File: src/rtl/sbg_pkg.sv
package sbg_pkg;

  typedef enum logic [2:0] {
    SEQ_IDLE     = 3'd0,
    SEQ_CLK_LO   = 3'd1,
    SEQ_CLK_HI   = 3'd2,
    SEQ_STOP_LO  = 3'd3,
    SEQ_STOP_SCL = 3'd4,
    SEQ_STOP_REL = 3'd5,
    SEQ_HOLD     = 3'd6
  } seq_state_e;

endpackage

File: src/rtl/sbg_stuck_timer.sv
module sbg_stuck_timer #(
  parameter int TIMEOUT_TICKS = 30000
) (
  input  logic clk,
  input  logic rst_n,
  input  logic tick,
  input  logic scl_i,
  input  logic sda_i,
  output logic stuck_o,
  output logic lines_high_o
);

  localparam int CNT_W = $clog2(TIMEOUT_TICKS + 1);
  localparam logic [CNT_W-1:0] CNT_MAX = CNT_W'(TIMEOUT_TICKS);

  logic [CNT_W-1:0] cnt_q;

  assign lines_high_o = scl_i & sda_i;

  always_ff @(posedge clk or negedge rst_n) begin
    if (!rst_n) begin
      cnt_q <= '0;
    end else if (lines_high_o) begin
      cnt_q <= '0;
    end else if (tick && (cnt_q != CNT_MAX)) begin
      cnt_q <= cnt_q + 1'b1;
    end
  end

  assign stuck_o = (cnt_q == CNT_MAX);

  // a both-high cycle leaves no stuck indication on the next cycle
  assert_timer_restart_R3: assert property (@(posedge clk) disable iff (!rst_n)
    lines_high_o |=> !stuck_o);

endmodule

File: src/rtl/sbg_fault_flag.sv
module sbg_fault_flag (
  input  logic clk,
  input  logic rst_n,
  input  logic stuck_i,
  input  logic lines_high_i,
  output logic fault_o
);

  logic fault_q;

  always_ff @(posedge clk or negedge rst_n) begin
    if (!rst_n) begin
      fault_q <= 1'b0;
    end else if (lines_high_i) begin
      fault_q <= 1'b0;
    end else if (stuck_i) begin
      fault_q <= 1'b1;
    end
  end

  assign fault_o = fault_q;

  assert_fault_set_R2: assert property (@(posedge clk) disable iff (!rst_n)
    (stuck_i && !lines_high_i) |=> fault_q);

  assert_fault_clear_R9: assert property (@(posedge clk) disable iff (!rst_n)
    lines_high_i |=> !fault_q);

endmodule

File: src/rtl/sbg_recovery_seq.sv
module sbg_recovery_seq
  import sbg_pkg::*;
#(
  parameter int HALF_TICKS = 5,
  parameter int MAX_PULSES = 16
) (
  input  logic clk,
  input  logic rst_n,
  input  logic tick,
  input  logic start_i,
  input  logic sda_i,
  input  logic lines_high_i,
  output logic busy_o,
  output logic scl_low_o,
  output logic sda_low_o
);

  localparam int PH_W = (HALF_TICKS > 1) ? $clog2(HALF_TICKS) : 1;
  localparam int PC_W = $clog2(MAX_PULSES + 1);
  localparam logic [PH_W-1:0] PH_LAST = PH_W'(HALF_TICKS - 1);
  localparam logic [PC_W-1:0] PC_MAX  = PC_W'(MAX_PULSES);

  seq_state_e       state_q, state_d;
  logic [PH_W-1:0]  ph_q;
  logic [PC_W-1:0]  pcnt_q, pcnt_d;
  logic             adv;

  assign adv = tick && (ph_q == PH_LAST);

  always_comb begin
    state_d = state_q;
    pcnt_d  = pcnt_q;
    unique case (state_q)
      SEQ_IDLE: begin
        if (start_i) begin
          state_d = SEQ_CLK_LO;
          pcnt_d  = '0;
        end
      end
      SEQ_CLK_LO: begin
        if (adv) state_d = SEQ_CLK_HI;
      end
      SEQ_CLK_HI: begin
        if (adv) begin
          pcnt_d = pcnt_q + 1'b1;
          if (sda_i || (pcnt_d == PC_MAX)) state_d = SEQ_STOP_LO;
          else                             state_d = SEQ_CLK_LO;
        end
      end
      SEQ_STOP_LO: begin
        if (adv) state_d = SEQ_STOP_SCL;
      end
      SEQ_STOP_SCL: begin
        if (adv) state_d = SEQ_STOP_REL;
      end
      SEQ_STOP_REL: begin
        if (adv) state_d = lines_high_i ? SEQ_IDLE : SEQ_HOLD;
      end
      SEQ_HOLD: begin
        if (lines_high_i) state_d = SEQ_IDLE;
      end
      default: state_d = SEQ_IDLE;
    endcase
  end

  always_ff @(posedge clk or negedge rst_n) begin
    if (!rst_n) begin
      state_q <= SEQ_IDLE;
      ph_q    <= '0;
      pcnt_q  <= '0;
    end else begin
      state_q <= state_d;
      pcnt_q  <= pcnt_d;
      if (state_d != state_q)                              ph_q <= '0;
      else if (tick && state_q != SEQ_IDLE && state_q != SEQ_HOLD) ph_q <= ph_q + 1'b1;
    end
  end

  assign busy_o    = (state_q != SEQ_IDLE);
  assign scl_low_o = (state_q == SEQ_CLK_LO) || (state_q == SEQ_STOP_LO);
  assign sda_low_o = (state_q == SEQ_STOP_LO) || (state_q == SEQ_STOP_SCL);

  // a new low phase never begins once the pulse budget is spent
  assert_pulse_cap_R5: assert property (@(posedge clk) disable iff (!rst_n)
    (state_q == SEQ_CLK_LO) |-> (pcnt_q < PC_MAX));

  // released SDA at the end of a high phase ends the burst
  assert_early_stop_R6: assert property (@(posedge clk) disable iff (!rst_n)
    (state_q == SEQ_CLK_HI && adv && sda_i) |=> (state_q == SEQ_STOP_LO));

  // SCL is released during the stop only right after both lines were held low
  assert_stop_order_R7: assert property (@(posedge clk) disable iff (!rst_n)
    (state_q == SEQ_STOP_SCL) |-> ($past(state_q) == SEQ_STOP_SCL || $past(state_q) == SEQ_STOP_LO));

endmodule

File: src/rtl/stuck_bus_guard.sv
module stuck_bus_guard #(
  parameter int TIMEOUT_TICKS = 30000,
  parameter int HALF_TICKS    = 5,
  parameter int MAX_PULSES    = 16
) (
  input  logic clk,
  input  logic rst_n,
  input  logic tick,
  input  logic scl_in,
  input  logic sda_in,
  input  logic auto_disc_en,
  output logic fault_n,
  output logic disconnect,
  output logic scl_drive_low,
  output logic sda_drive_low
);

  logic stuck;
  logic lines_high;
  logic fault;
  logic busy;
  logic start;

  sbg_stuck_timer #(.TIMEOUT_TICKS(TIMEOUT_TICKS)) u_timer (
    .clk          (clk),
    .rst_n        (rst_n),
    .tick         (tick),
    .scl_i        (scl_in),
    .sda_i        (sda_in),
    .stuck_o      (stuck),
    .lines_high_o (lines_high)
  );

  sbg_fault_flag u_flag (
    .clk          (clk),
    .rst_n        (rst_n),
    .stuck_i      (stuck),
    .lines_high_i (lines_high),
    .fault_o      (fault)
  );

  assign start = stuck && !lines_high && auto_disc_en && !busy;

  sbg_recovery_seq #(.HALF_TICKS(HALF_TICKS), .MAX_PULSES(MAX_PULSES)) u_seq (
    .clk          (clk),
    .rst_n        (rst_n),
    .tick         (tick),
    .start_i      (start),
    .sda_i        (sda_in),
    .lines_high_i (lines_high),
    .busy_o       (busy),
    .scl_low_o    (scl_drive_low),
    .sda_low_o    (sda_drive_low)
  );

  assign fault_n    = ~fault;
  assign disconnect = busy;

  assert_drive_needs_break_R10: assert property (@(posedge clk) disable iff (!rst_n)
    (scl_drive_low || sda_drive_low) |-> disconnect);

  assert_flag_only_R8: assert property (@(posedge clk) disable iff (!rst_n)
    (!disconnect && !auto_disc_en) |=> !disconnect);

  assert_break_with_fault_R4: assert property (@(posedge clk) disable iff (!rst_n)
    $rose(disconnect) |-> !fault_n);

endmodule

File: config.mk
export PLATFORM = sky130hd
export DESIGN_NAME = stuck_bus_guard
export DESIGN_NICKNAME = d
export VERILOG_FILES = /design/src/rtl/sbg_pkg.sv /design/src/rtl/sbg_stuck_timer.sv /design/src/rtl/sbg_fault_flag.sv /design/src/rtl/sbg_recovery_seq.sv /design/src/rtl/stuck_bus_guard.sv
export SDC_FILE = /design/constraint.sdc
export NUM_CORES = 1
export LEC_CHECK = 0
export BUFFER_PORTS_ARGS = -buffer_cell sky130_fd_sc_hd__buf_2
export CAP_MARGIN = 20
export CORE_MARGIN = 4
export CORE_UTILIZATION = 39
export DETAILED_ROUTE_END_ITERATION = 7
export PLACE_DENSITY = 0.53
export SETUP_SLACK_MARGIN = 0.3
export SYNTH_ARGS = -nofsm -noshare
export SYNTH_HDL_FRONTEND = slang
export SYNTH_HIERARCHICAL = 1
export SYNTH_SLANG_ARGS = --single-unit
File: constraint.sdc
create_clock -name clk -period 2.8 [get_ports clk]
set_input_delay 0.14 -clock clk [delete_from_list [all_inputs] [get_ports clk]]
set_output_delay 0.14 -clock clk [all_outputs]
set_load 0.005 [all_outputs]
==> out/metrics.yaml <==
synth:
  ys_ff_latch: 27
  synth_edf_count: 0
  synth_cells: 180
  synth_top_family_by_area: "simple AND/OR/NAND/NOR gates"
  synth.avg_cell_area_um2: 9.39
  yosys.area_share.simple_pct: 26.1
  synth_top_flop_cell: "dfrtp_1"
  synth_mux_area_share_pct: 4.89
  synth_area_um2: 1690
  ys.warnings.count: 6
  synth_cell_type_count: 47
  synth_nets: 191
  synth_xor_xnor_area_share_pct: 7.77
  ys_seq_area_share_pct: 40.0
  synthArstFlopShare_pct: 100
  synth_compound_area_share_pct: 11.5
  synthAdderAreaFrac_pct: 3.70
clock_network:
  clk-insertion-delay-late_ns: 0.28
  cts-root-buf: "clkbuf_8"
  clkTransAtPathRegs_ns: 0.10
  cts_num_sinks: 27
  cts-buffers-inserted: 3
  cts_buffer_depth: 2
  cts-htree-levels: 1
  cts_tree: "yes"
critical_path:
  crit_path_max_fanout: 7
  critPathArrivalTime_ns: 2.46
  cp-end-kind: "flip-flop"
  start_kind: "flip-flop"
  cp_cell_sequence: "inv_1 > ha_1 > nor4bb_4 > and4_1 > and4bb_2 > or4b_4 > o311ai_2 > a21oi_1"
  slowest_delay_ns: 0.51
  path_class: "flip-flop to flip-flop"
  slowest_stage: "or4b_4"
  cp_data_required_time_ns: 2.95
timing:
  final_max_slew_viol_count: 0
  min_period_over_period_pct: 82.3
  relSlewSlack_pct: 58.5
  min_period_ns: 2.30
  fmax_mhz: 434
  fin_setup_tns_ns: 0
  finClkSkew_ns: 0.00941
  hold_viol_final: 0
  setup_viol: 0
  rsz0062_at_grt: "no"
  worst_hold_slack_ns: 0.181
  worst_pin_slew_ns: 0.623
global_route:
  grt-ovfl-total: 0
  antenna_found_initial: 0
  grt_pass1_wl_mm: 6.29
  grt_usage_pct: 14.6
  grt_max_degree: 28
  grt_pass1_vias: 1328
finish:
  final_cells: 242
  area_delta_synth_final_pct: 11.0
  fin_nets: 204
  mostFrequentLayoutCells: "26 x dfrtp_1, 15 x nand2_1, 15 x nor2_1"
  drive_gt1_share_pct: 17.2
  num-fill-cells: 391
  final_common_cell: "dfrtp_1"
  multi_input_area_um2: 940
  n_antenna_cell: 0
  ff_latch_area_um2: 677
  final_design_area_no_fill_um2: 1880
floorplan:
  fp-row-count: 23
  die_w_um: 73.8
  die_h_um: 73.8
  io_pins: 10
  initial_utilization_pct: 41.4
  core_area_um2: 4090
  dieArea_um2: 5450
routing:
  dr_wl_met3_um: 154
  wl_met1_mm: 1.74
  route.detailed.drc: 0
  drt-total-wl_mm: 3.60
  detail-route-antenna-nets: 0
  viasPerCell: 5.67
  wl_per_cell_um: 14.9
  vias: 1371
  first_pass_iters: 4
  top_layer: "met4"
  wl_met2_mm: 1.66
  initialDrtViolationCount: 139
placement:
  hpwl_mm: 2.61
  dpl.cell_count: 235
  place_congestion: 0.923
  portBuffers: 9
  dpl_cell_area_um2: 1780
power_and_ir_drop:
  p_total_mw: 0.765
  powerDensity_nw_per_um2: 407
  p_leak_nw: 0.835
  peakVddDrop_uv: 310
run_status:
  status: "complete, no violations"
hold_path:
  hold_class: "primary input to flip-flop"
job:
  cap_violations: 0
-- sequential cells by signal, indices dropped and copies added (netlist names) --
name and cells:
u_seq/state_q 3, u_flag/fault_o 1, u_seq/pcnt_q 5, u_timer/cnt_q 15, u_seq/ph_q 3
-- worst max-delay path: cells and delay by family, from the launching register on --
| kind | cells | cell delay (ns) |
|---|---|---|
| buffers and inverters | 1 | 0.09 |
| AOI/OAI and AO/OA | 2 | 0.20 |
| DFF | 1 | 0.46 |
| and+or+nand+nor | 4 | 1.29 |
| adders and majority gates | 1 | 0.14 |
-- what timing repair did --
item / 4_1_cts / 5_1_grt
gates resized for setup: 2 / 4
setup buffers: 0 / 2
pin swaps: 0 / 1
hold buffers: 1 / 0
endpoints found under the hold margin: 27 / 0
endpoints found under the setup margin: 3 / 7
-- cell usage after synthesis (4+ instances only) --
cell	number	area share, %
a21oi_1	7	2.1
dfrtp_1	27	40
ha_1	5	3.7
inv_1	13	2.9
mux2i_1	6	3.6
nand2_1	15	3.3
nand3_1	5	1.5
nand4_1	7	2.6
nor2_1	15	3.3
nor2b_1	4	1.5
nor3_1	4	1.2
o211ai_1	5	2.2
o21ai_0	5	1.5
or3_1	5	1.9
xnor2_1	7	3.6
xor2_1	8	4.1
-- through the flow --
stage | utilization, % | setup WS [ns]
final | 45.9 | 0.496
after global routing | 45.9 | 0.304
after CTS | 45.0 | 0.324
after detailed placement | 43.4 | 0.216
after global placement | 43.4 | 0.343
after floorplan | - | 0.523
-- cell type report --
| type | instances | share of cell area (%) |
|---|---|---|
| Inverter | 13 | 2.60 |
| Tap cell | 50 | 3.33 |
| Clock inverter | 1 | 0.400 |
| Clock buffer | 3 | 2.20 |
| Multi-Input combinational cell | 132 | 50.1 |
| Sequential cell | 27 | 36.1 |
| Timing Repair Buffer | 16 | 5.33 |
-- final timing paths --
path / endpoint / slack, ns / start / cells after the start
setup / recovery: u_seq/ph_q[2] / 0.50 / u_timer/cnt_q[1] / 8
hold / removal: u_timer/cnt_q[7] / 0.18 / scl_in / 4
setup reg to reg: u_seq/ph_q[2] / 0.50 / u_timer/cnt_q[1] / 8
hold reg to reg: u_flag/fault_o / 0.50 / u_flag/fault_o / 1
max in group asynchronous: u_timer/cnt_q[0] / 1.96 / rst_n / 2
min in group asynchronous: u_timer/cnt_q[8] / 0.40 / rst_n / 2
-- routing by layer --
layer | global-route usage [%] | vias up
met5 | 0 | -
met4 | 4.83 | 0
met3 | 2.74 | 5
met2 | 22.2 | 28
met1 | 20.8 | 660
li1 | - | 678
-- logic make-up after synthesis --
| kind of cell | Yosys count |
|---|---|
| simple gates | 75 |
| compound gates | 29 |
| flops | 27 |
| buf+inv | 21 |
| xor+xnor | 15 |
| mux | 8 |
| fa+ha+maj | 5 |
-- power breakdown --
part / internal, mW / switching (mW)
clock network: 0.101 / 0.129
logic: 0.0404 / 0.0550
registers: 0.407 / 0.0318
No activity file was read; power rests on OpenSTA's default activity.
